===== src/rtl/irq_nest_pkg.sv =====
package irq_nest_pkg;

  typedef enum logic [1:0] {
    CLS_NONE = 2'd0,
    CLS_NC   = 2'd1,
    CLS_CR   = 2'd2,
    CLS_DBG  = 2'd3
  } irq_cls_e;

  typedef struct packed {
    logic sup;
    logic de;
    logic ce;
    logic ee;
  } msr_t;

  localparam int unsigned MSR_W   = 4;
  localparam int unsigned N_CLS   = 3;
  localparam int unsigned CLS_SEL = 2;

  localparam msr_t MSR_RESET = '{sup: 1'b1, de: 1'b0, ce: 1'b0, ee: 1'b0};

endpackage


===== src/rtl/irq_arbiter.sv =====
module irq_arbiter import irq_nest_pkg::*; #(
  parameter int unsigned N_NC  = 4,
  parameter int unsigned N_CR  = 2,
  parameter int unsigned N_DBG = 2,
  parameter int unsigned N_EVT = N_NC + N_CR + N_DBG,
  parameter int unsigned IDX_W = $clog2(N_EVT)
) (
  input  logic             clk,
  input  logic             rst_n,
  input  logic [N_EVT-1:0] evt_req,
  input  msr_t             msr_i,
  input  logic             dbg_en,
  input  logic             hold,
  output irq_cls_e         take_cls,
  output logic [IDX_W-1:0] take_idx
);

  localparam int unsigned LO_NC  = 0;
  localparam int unsigned LO_CR  = N_NC;
  localparam int unsigned LO_DBG = N_NC + N_CR;

  // Returns {found, index} for the lowest set bit in [lo, lo+cnt).
  function automatic logic [IDX_W:0] pick_low(
    input logic [N_EVT-1:0] vec,
    input int unsigned      lo,
    input int unsigned      cnt
  );
    logic [IDX_W:0] res;
    res = '0;
    for (int k = int'(lo + cnt) - 1; k >= int'(lo); k--) begin
      if (vec[k]) res = {1'b1, IDX_W'(k)};
    end
    return res;
  endfunction

  logic [IDX_W:0] sel_nc, sel_cr, sel_dbg;
  logic           ok_nc, ok_cr, ok_dbg;

  always_comb begin
    sel_nc  = pick_low(evt_req, LO_NC,  N_NC);
    sel_cr  = pick_low(evt_req, LO_CR,  N_CR);
    sel_dbg = pick_low(evt_req, LO_DBG, N_DBG);
    ok_dbg  = sel_dbg[IDX_W] & dbg_en & msr_i.de;
    ok_cr   = sel_cr[IDX_W]  & msr_i.ce;
    ok_nc   = sel_nc[IDX_W]  & msr_i.ee;
  end

  always_comb begin
    take_cls = CLS_NONE;
    take_idx = '0;
    if (!hold) begin
      if (ok_dbg) begin
        take_cls = CLS_DBG;
        take_idx = sel_dbg[IDX_W-1:0];
      end else if (ok_cr) begin
        take_cls = CLS_CR;
        take_idx = sel_cr[IDX_W-1:0];
      end else if (ok_nc) begin
        take_cls = CLS_NC;
        take_idx = sel_nc[IDX_W-1:0];
      end
    end
  end

  AST_IDX_IN_NC_RANGE: assert property (@(posedge clk) disable iff (!rst_n)
    (take_cls == CLS_NC) |-> (int'(take_idx) < int'(LO_CR)));
  AST_IDX_IN_CR_RANGE: assert property (@(posedge clk) disable iff (!rst_n)
    (take_cls == CLS_CR) |-> (int'(take_idx) >= int'(LO_CR) && int'(take_idx) < int'(LO_DBG)));
  AST_CR_NOT_OVER_DBG: assert property (@(posedge clk) disable iff (!rst_n)
    (take_cls == CLS_CR) |-> !(dbg_en && msr_i.de && (|evt_req[N_EVT-1:LO_DBG])));
  AST_NC_NEEDS_EE: assert property (@(posedge clk) disable iff (!rst_n)
    (take_cls == CLS_NC) |-> msr_i.ee);
  AST_HOLD_BLOCKS_TAKE: assert property (@(posedge clk) disable iff (!rst_n)
    hold |-> (take_cls == CLS_NONE));

endmodule


===== src/rtl/irq_vec_gen.sv =====
module irq_vec_gen #(
  parameter int unsigned PC_W     = 32,
  parameter int unsigned PFX_W    = 16,
  parameter int unsigned IDX_W    = 3,
  parameter int unsigned SYN_W    = 8,
  parameter int unsigned VEC_SH   = 1,
  parameter int unsigned ALIGN_SH = 4,
  parameter int unsigned OFS_BASE = 256
) (
  input  logic [PFX_W-1:0] prefix,
  input  logic [IDX_W-1:0] idx,
  output logic [PC_W-1:0]  target,
  output logic [SYN_W-1:0] syndrome
);

  localparam int unsigned OFS_W = PC_W - PFX_W;

  logic [IDX_W-1:0] slot;
  logic [OFS_W-1:0] ofs;

  always_comb begin
    slot     = idx >> VEC_SH;
    ofs      = OFS_W'(OFS_BASE) + (OFS_W'(slot) << ALIGN_SH);
    target   = {prefix, ofs};
    syndrome = SYN_W'(idx) + SYN_W'(1);
  end

endmodule


===== src/rtl/irq_save_bank.sv =====
module irq_save_bank import irq_nest_pkg::*; #(
  parameter int unsigned PC_W = 32
) (
  input  logic               clk,
  input  logic               rst_n,
  input  logic [N_CLS-1:0]   wr_en,
  input  logic [PC_W-1:0]    wr_pc,
  input  msr_t               wr_msr,
  input  logic [CLS_SEL-1:0] rd_sel,
  output logic [PC_W-1:0]    rd_pc,
  output msr_t               rd_msr
);

  logic [PC_W-1:0] pc_q  [N_CLS];
  logic [PC_W-1:0] pc_d  [N_CLS];
  msr_t            msr_q [N_CLS];
  msr_t            msr_d [N_CLS];

  for (genvar g = 0; g < N_CLS; g++) begin : g_pair
    always_comb begin
      pc_d[g]  = pc_q[g];
      msr_d[g] = msr_q[g];
      if (wr_en[g]) begin
        pc_d[g]  = wr_pc;
        msr_d[g] = wr_msr;
      end
    end

    always_ff @(posedge clk or negedge rst_n) begin
      if (!rst_n) begin
        pc_q[g]  <= '0;
        msr_q[g] <= '0;
      end else if (wr_en[g]) begin
        pc_q[g]  <= pc_d[g];
        msr_q[g] <= msr_d[g];
      end
    end
  end

  always_comb begin
    rd_pc  = '0;
    rd_msr = '0;
    for (int k = 0; k < int'(N_CLS); k++) begin
      if (rd_sel == CLS_SEL'(k)) begin
        rd_pc  = pc_q[k];
        rd_msr = msr_q[k];
      end
    end
  end

  AST_ONE_PAIR_WRITE: assert property (@(posedge clk) disable iff (!rst_n)
    $onehot0(wr_en));
  AST_NC_PAIR_KEPT: assert property (@(posedge clk) disable iff (!rst_n)
    (wr_en[1] || wr_en[2]) |=> ($stable(pc_q[0]) && $stable(msr_q[0])));

endmodule


===== src/rtl/irq_nest_ctrl.sv =====
module irq_nest_ctrl import irq_nest_pkg::*; #(
  parameter int unsigned PC_W     = 32,
  parameter int unsigned PFX_W    = 16,
  parameter int unsigned N_NC     = 4,
  parameter int unsigned N_CR     = 2,
  parameter int unsigned N_DBG    = 2,
  parameter int unsigned SYN_W    = 8,
  parameter int unsigned VEC_SH   = 1,
  parameter int unsigned ALIGN_SH = 4,
  parameter int unsigned OFS_BASE = 256,
  parameter int unsigned N_EVT    = N_NC + N_CR + N_DBG
) (
  input  logic             clk,
  input  logic             rst_n,
  input  logic             dbg_en,
  input  logic [N_EVT-1:0] evt_req,
  input  logic [PC_W-1:0]  cur_pc,
  input  logic             msr_wr,
  input  logic [MSR_W-1:0] msr_wdata,
  input  logic             pfx_wr,
  input  logic [PFX_W-1:0] pfx_wdata,
  input  logic             ret_nc,
  input  logic             ret_cr,
  input  logic             ret_dbg,
  output logic [MSR_W-1:0] msr_o,
  output logic             redirect_vld,
  output logic [PC_W-1:0]  redirect_pc,
  output logic [SYN_W-1:0] esr_o
);

  localparam int unsigned IDX_W = $clog2(N_EVT);

  msr_t             msr_q, msr_d;
  logic [PFX_W-1:0] pfx_q, pfx_d;
  logic [SYN_W-1:0] esr_q, esr_d;
  logic [PC_W-1:0]  rpc_q, rpc_d;
  logic             rvld_q, rvld_d;
  logic             msr_en, esr_en, rpc_en;

  logic               ret_dbg_v, ret_any;
  logic [CLS_SEL-1:0] ret_sel;
  irq_cls_e           take_cls;
  logic [IDX_W-1:0]   take_idx;
  logic               take;
  logic [N_CLS-1:0]   save_en;
  logic [PC_W-1:0]    vec_target, sv_pc;
  logic [SYN_W-1:0]   vec_syn;
  msr_t               sv_msr;

  // Return selection: highest class strobe wins.
  always_comb begin
    ret_dbg_v = ret_dbg & dbg_en;
    ret_any   = ret_dbg_v | ret_cr | ret_nc;
    if (ret_dbg_v)   ret_sel = CLS_SEL'(2);
    else if (ret_cr) ret_sel = CLS_SEL'(1);
    else             ret_sel = CLS_SEL'(0);
  end

  irq_arbiter #(
    .N_NC (N_NC),
    .N_CR (N_CR),
    .N_DBG(N_DBG)
  ) arb_i (
    .clk     (clk),
    .rst_n   (rst_n),
    .evt_req (evt_req),
    .msr_i   (msr_q),
    .dbg_en  (dbg_en),
    .hold    (ret_any),
    .take_cls(take_cls),
    .take_idx(take_idx)
  );

  irq_vec_gen #(
    .PC_W    (PC_W),
    .PFX_W   (PFX_W),
    .IDX_W   (IDX_W),
    .SYN_W   (SYN_W),
    .VEC_SH  (VEC_SH),
    .ALIGN_SH(ALIGN_SH),
    .OFS_BASE(OFS_BASE)
  ) vec_i (
    .prefix  (pfx_q),
    .idx     (take_idx),
    .target  (vec_target),
    .syndrome(vec_syn)
  );

  always_comb begin
    take       = (take_cls != CLS_NONE);
    save_en[0] = (take_cls == CLS_NC);
    save_en[1] = (take_cls == CLS_CR);
    save_en[2] = (take_cls == CLS_DBG);
  end

  irq_save_bank #(
    .PC_W(PC_W)
  ) bank_i (
    .clk   (clk),
    .rst_n (rst_n),
    .wr_en (save_en),
    .wr_pc (cur_pc),
    .wr_msr(msr_q),
    .rd_sel(ret_sel),
    .rd_pc (sv_pc),
    .rd_msr(sv_msr)
  );

  // Next-state logic
  always_comb begin
    msr_d  = msr_q;
    esr_d  = esr_q;
    rpc_d  = rpc_q;
    rvld_d = 1'b0;
    pfx_d  = pfx_wdata;
    msr_en = 1'b0;
    esr_en = 1'b0;
    rpc_en = 1'b0;
    if (ret_any) begin
      msr_d  = sv_msr;
      rpc_d  = sv_pc;
      rvld_d = 1'b1;
      msr_en = 1'b1;
      rpc_en = 1'b1;
    end else if (take) begin
      msr_d.sup = 1'b1;
      msr_d.ee  = 1'b0;
      if (take_cls == CLS_CR || take_cls == CLS_DBG) msr_d.ce = 1'b0;
      if (take_cls == CLS_DBG)                       msr_d.de = 1'b0;
      rpc_d  = vec_target;
      esr_d  = vec_syn;
      rvld_d = 1'b1;
      msr_en = 1'b1;
      esr_en = 1'b1;
      rpc_en = 1'b1;
    end else if (msr_wr) begin
      msr_d  = msr_t'(msr_wdata);
      msr_en = 1'b1;
    end
  end

  // Registers
  always_ff @(posedge clk or negedge rst_n) begin
    if (!rst_n) begin
      msr_q  <= MSR_RESET;
      pfx_q  <= '0;
      esr_q  <= '0;
      rpc_q  <= '0;
      rvld_q <= 1'b0;
    end else begin
      rvld_q <= rvld_d;
      if (msr_en) msr_q <= msr_d;
      if (pfx_wr) pfx_q <= pfx_d;
      if (esr_en) esr_q <= esr_d;
      if (rpc_en) rpc_q <= rpc_d;
    end
  end

  always_comb begin
    msr_o        = msr_q;
    redirect_vld = rvld_q;
    redirect_pc  = rpc_q;
    esr_o        = esr_q;
  end

  AST_SUP_ON_ENTRY: assert property (@(posedge clk) disable iff (!rst_n)
    take |=> msr_o[3]);
  AST_EE_CLEAR_ON_ENTRY: assert property (@(posedge clk) disable iff (!rst_n)
    take |=> !msr_o[0]);
  AST_VEC_ALIGNED: assert property (@(posedge clk) disable iff (!rst_n)
    take |=> (redirect_vld && redirect_pc[ALIGN_SH-1:0] == '0));
  AST_VEC_PREFIX: assert property (@(posedge clk) disable iff (!rst_n)
    take |=> (redirect_pc[PC_W-1 -: PFX_W] == $past(pfx_q)));
  AST_NO_SPURIOUS_REDIRECT: assert property (@(posedge clk) disable iff (!rst_n)
    (!take && !ret_any) |=> !redirect_vld);
  AST_DBG_GATED: assert property (@(posedge clk) disable iff (!rst_n)
    !dbg_en |-> (take_cls != CLS_DBG));

endmodule


===== config.mk =====
export PLATFORM = sky130hd
export DESIGN_NAME = irq_nest_ctrl
export DESIGN_NICKNAME = d
export VERILOG_FILES = /design/src/rtl/irq_nest_pkg.sv /design/src/rtl/irq_arbiter.sv /design/src/rtl/irq_vec_gen.sv /design/src/rtl/irq_save_bank.sv /design/src/rtl/irq_nest_ctrl.sv
export SDC_FILE = /design/constraint.sdc
export NUM_CORES = 1
export LEC_CHECK = 0
export ABC_AREA = 1
export BUFFER_PORTS_ARGS = -buffer_cell sky130_fd_sc_hd__buf_4
export CORE_AREA = 2 2 116 118
export CTS_CLUSTER_DIAMETER = 40
export DETAILED_ROUTE_END_ITERATION = 10
export DIE_AREA = 0 0 118 120
export PLACE_DENSITY = 0.76
export REMOVE_ABC_BUFFERS = 1
export SETUP_SLACK_MARGIN = 0.1
export SLEW_MARGIN = 20
export SYNTH_ARGS = -nofsm -noshare
export SYNTH_HDL_FRONTEND = slang
export SYNTH_SLANG_ARGS = --single-unit

===== constraint.sdc =====
create_clock -name clk -period 1.8 [get_ports clk]
set_input_delay 0.18 -clock clk [delete_from_list [all_inputs] [get_ports clk]]
set_output_delay 0.18 -clock clk [all_outputs]
set_load 0.05 [all_outputs]

==> impl_metrics.json <==
{
  "start_util": 0.547,
  "path_buf_inv": 2,
  "layout_cells_sized_above_1": 0.217,
  "synthFlopType": "sky130_fd_sc_hd__dfrtp_1",
  "routed_wirelength_um": 17000,
  "chipHeight_um": 120,
  "initialDrtViolationCount": 418,
  "globalRouteOverflowTotal": 0,
  "post-route-drc-count": 0,
  "worstPathRequired_ns": 2.15,
  "p_per_area_nw_per_um2": 1600,
  "p_clk_frac": 0.288,
  "status": "completed",
  "routability_congestion_estimate": 0.790,
  "grt_pass1_vias": 5592,
  "criticalPathCategory": "register to register",
  "synth-async-reset-ratio": 1.00,
  "design.final.nets": 981,
  "vias_per_cell": 5.27,
  "route.vias.total": 5805,
  "rows": 42,
  "clock_insertion_delay_worst_skew_ns": 0.43,
  "crit_fanout": 8,
  "ys_warn_count": 0,
  "grt_setup_unrepaired": "false",
  "routed_wire_length_per_instance_um": 15.5,
  "core_area_um2": 13000,
  "critical-path-top-delay-family": "flip-flops",
  "crit_path_cell_trace": "nand2_1, inv_2, nand2_4, o31ai_1, nand3_1, inv_1, ha_1, xor2_1, a21oi_1",
  "library_cell_with_the_highest_instance_count_after_synthesis": "sky130_fd_sc_hd__nand2_1",
  "period_minus_slack_ns": 1.61,
  "cts_tree": "built",
  "all_layer_gr_usage": 0.252,
  "multiInputGateArea_um2": 2530,
  "clock_sink_count": 165,
  "switchingPower_mw": 5.06,
  "synth.distinct_cells": 36,
  "post-place-cells": 1049,
  "clock_tree.htree_level_count": 4,
  "vdd.ir_drop.worst_v": 0.000828,
  "synth_top_area_frac": 0.578,
  "cp_data_arrival_time_ns": 1.96,
  "grt_antenna_before_repair": 0,
  "port_buffers": 108,
  "post-place-ws_ns": 0.146,
  "final.setup.worst_slack_ns": 0.191,
  "final_core_utilization": 0.700,
  "synthesis.instances": 787,
  "fp.dieArea_um2": 14200,
  "synth_edf_count": 0,
  "final_hold_viol_count": 0,
  "grt_start_max_net_pins": 72,
  "final_cell_count_no_fill": 1101,
  "cts-root-buf": "sky130_fd_sc_hd__clkbuf_16",
  "floorplan.die.width_um": 118,
  "ys_ff_latch": 165,
  "placed_cell_area_um2": 8210,
  "clock_input_transition_at_the_sequential_cells_of_the_worst_setup_and_hold_paths_ns": 0.06,
  "seq_power_share": 0.411,
  "drt-pass1-iter-count": 5,
  "place_hpwl_um": 10300,
  "cp_slowest_stage_delay_ns": 0.42,
  "grt_first_pass_wirelength_um": 28100,
  "antenna_left": 0,
  "swShare": 0.349,
  "library_cell_contributing_the_largest_single_delay_on_the_critical_path": "sky130_fd_sc_hd__dfrtp_1",
  "setup.worst_path.start_class": "register",
  "drv_slew": 0,
  "regArea_um2": 4130,
  "synth_area_leader_cell": "sky130_fd_sc_hd__dfrtp_1",
  "power_report.internal_total_mw": 9.45,
  "area_growth_syn_to_layout_pct": 28.0,
  "clk_path_buf_depth": 2,
  "drv.max_cap_violation_count": 0,
  "avgSynthCellArea_um2": 9.02,
  "timing.critical_path.to_type": "register",
  "hold_path.class": "primary input to register",
  "fmax_mhz": 621,
  "synth_top_cells_by_count": "sky130_fd_sc_hd__nand2_1, sky130_fd_sc_hd__dfrtp_1, sky130_fd_sc_hd__o21ai_0",
  "post_synth_main_area_contributors": "sky130_fd_sc_hd__dfrtp_1, sky130_fd_sc_hd__nand2_1, sky130_fd_sc_hd__o21ai_0",
  "final_area_um2": 9090,
  "fin_crit_sh": 0.894,
  "comb_power_share": 0.301,
  "ioPinCount": 113,
  "nFillCells": 994,
  "final_total_power_mw": 14.5,
  "antenna_fix_cells": 0,
  "timing.final.setup_violations": 0,
  "setup_total_negative_slack_ns": 0,
  "post_synth_instance_area_um2": 7100,
  "sequential_element_share_of_the_synthesized_area": 0.582,
  "power.static_leakage_nw": 4.60,
  "hold-worst-slack_ns": 0.00749,
  "number_of_buffers_created_by_cts": 17,
  "fin_skew_ns": 0.00803
}
[sequential cells by signal, indices dropped and copies added, names as in the netlist]
signal        cells
redirect_pc      32
pfx_q            16
redirect_vld      1
bank_i.msr_q     12
msr_o             4
bank_i.pc_q      96
esr_o             4
[worst paths after layout]
kind | from | to | slack, ns | cells after the start
max | msr_o[2]$_DFFE_PN0P_ | esr_o[2]$_DFFE_PN0P_ | 0.19 | 9
min | pfx_wdata[10] | pfx_q[10]$_DFFE_PN0P_ | 0.007 | 2
max reg2reg | msr_o[2]$_DFFE_PN0P_ | esr_o[2]$_DFFE_PN0P_ | 0.19 | 9
min reg2reg | bank_i.msr_q[5]$_DFFE_PN0N_ | bank_i.msr_q[5]$_DFFE_PN0N_ | 0.47 | 2
max in group asynchronous | rst_n | redirect_pc[5]$_DFFE_PN0P_ | 0.94 | 3
min in group asynchronous | rst_n | redirect_pc[8]$_DFFE_PN0P_ | 0.25 | 2
[power groups by stage]
stage	registers [mW]	clock network (mW)	logic, mW
after CTS	5.96	4.21	4.37
after global routing	6.13	4.40	4.81
after global placement	5.95	0	4.20
after floorplan	7.09	0	1.71
after detailed placement	5.99	0	4.30
final	5.97	4.18	4.37
[area by class of cell]
class	instances	share of cell area
clock buffer	20	0.0513
timing repair buffer	147	0.143
inverter	57	0.0241
tap	176	0.0242
clock inverter	12	0.0245
multi-input combinational	524	0.279
sequential	165	0.454
[placed cells by master, fill, tap and decap left out, types with 10 or more instances in the layout]
cell type                       instances
sky130_fd_sc_hd__nor2_1                10
sky130_fd_sc_hd__nand3_1               55
sky130_fd_sc_hd__buf_12                12
sky130_fd_sc_hd__o21ai_1               14
sky130_fd_sc_hd__nand2_1              288
sky130_fd_sc_hd__o21ai_0              100
sky130_fd_sc_hd__a22o_1                13
sky130_fd_sc_hd__mux2_2                16
sky130_fd_sc_hd__inv_1                 51
sky130_fd_sc_hd__dlygate4sd3_1         16
sky130_fd_sc_hd__dfrtp_1              163
sky130_fd_sc_hd__clkbuf_16             17
sky130_fd_sc_hd__buf_4                118
[what timing repair did]
| action | 4_1_cts | 5_1_grt |
|---|---|---|
| resized for setup | 0 | 2 |
| endpoints found under the hold margin | 55 | 1 |
| hold buffers | 15 | 1 |
| endpoints found under the setup margin | 0 | 2 |
| buffers inserted | 0 | 4 |
[cell families (layout without fill, tap and decap cells)]
family / count (synthesis) / count (layout) / synth area share
buffers and inverters: 101 / 236 / 0.0638
other: 1 / 4 / 0.000528
muxes: 16 / 16 / 0.0254
AOI/OAI and AO/OA: 136 / 136 / 0.108
DFF: 165 / 165 / 0.582
and+or+nand+nor: 366 / 366 / 0.217
adders and majority gates: 1 / 1 / 0.00176
xor gates and xnor gates: 1 / 1 / 0.00123
[routing by layer]
layer | vias to the layer above | GRT usage | share of wire
met4 | 0 | 0.0843 | 0.014
met2 | 210 | 0.387 | 0.48
met1 | 2792 | 0.361 | 0.45
met5 | - | 0 | 0
met3 | 22 | 0.0513 | 0.058
li1 | 2781 | - | -
Note: power is estimated with default switching activity, not from simulation.
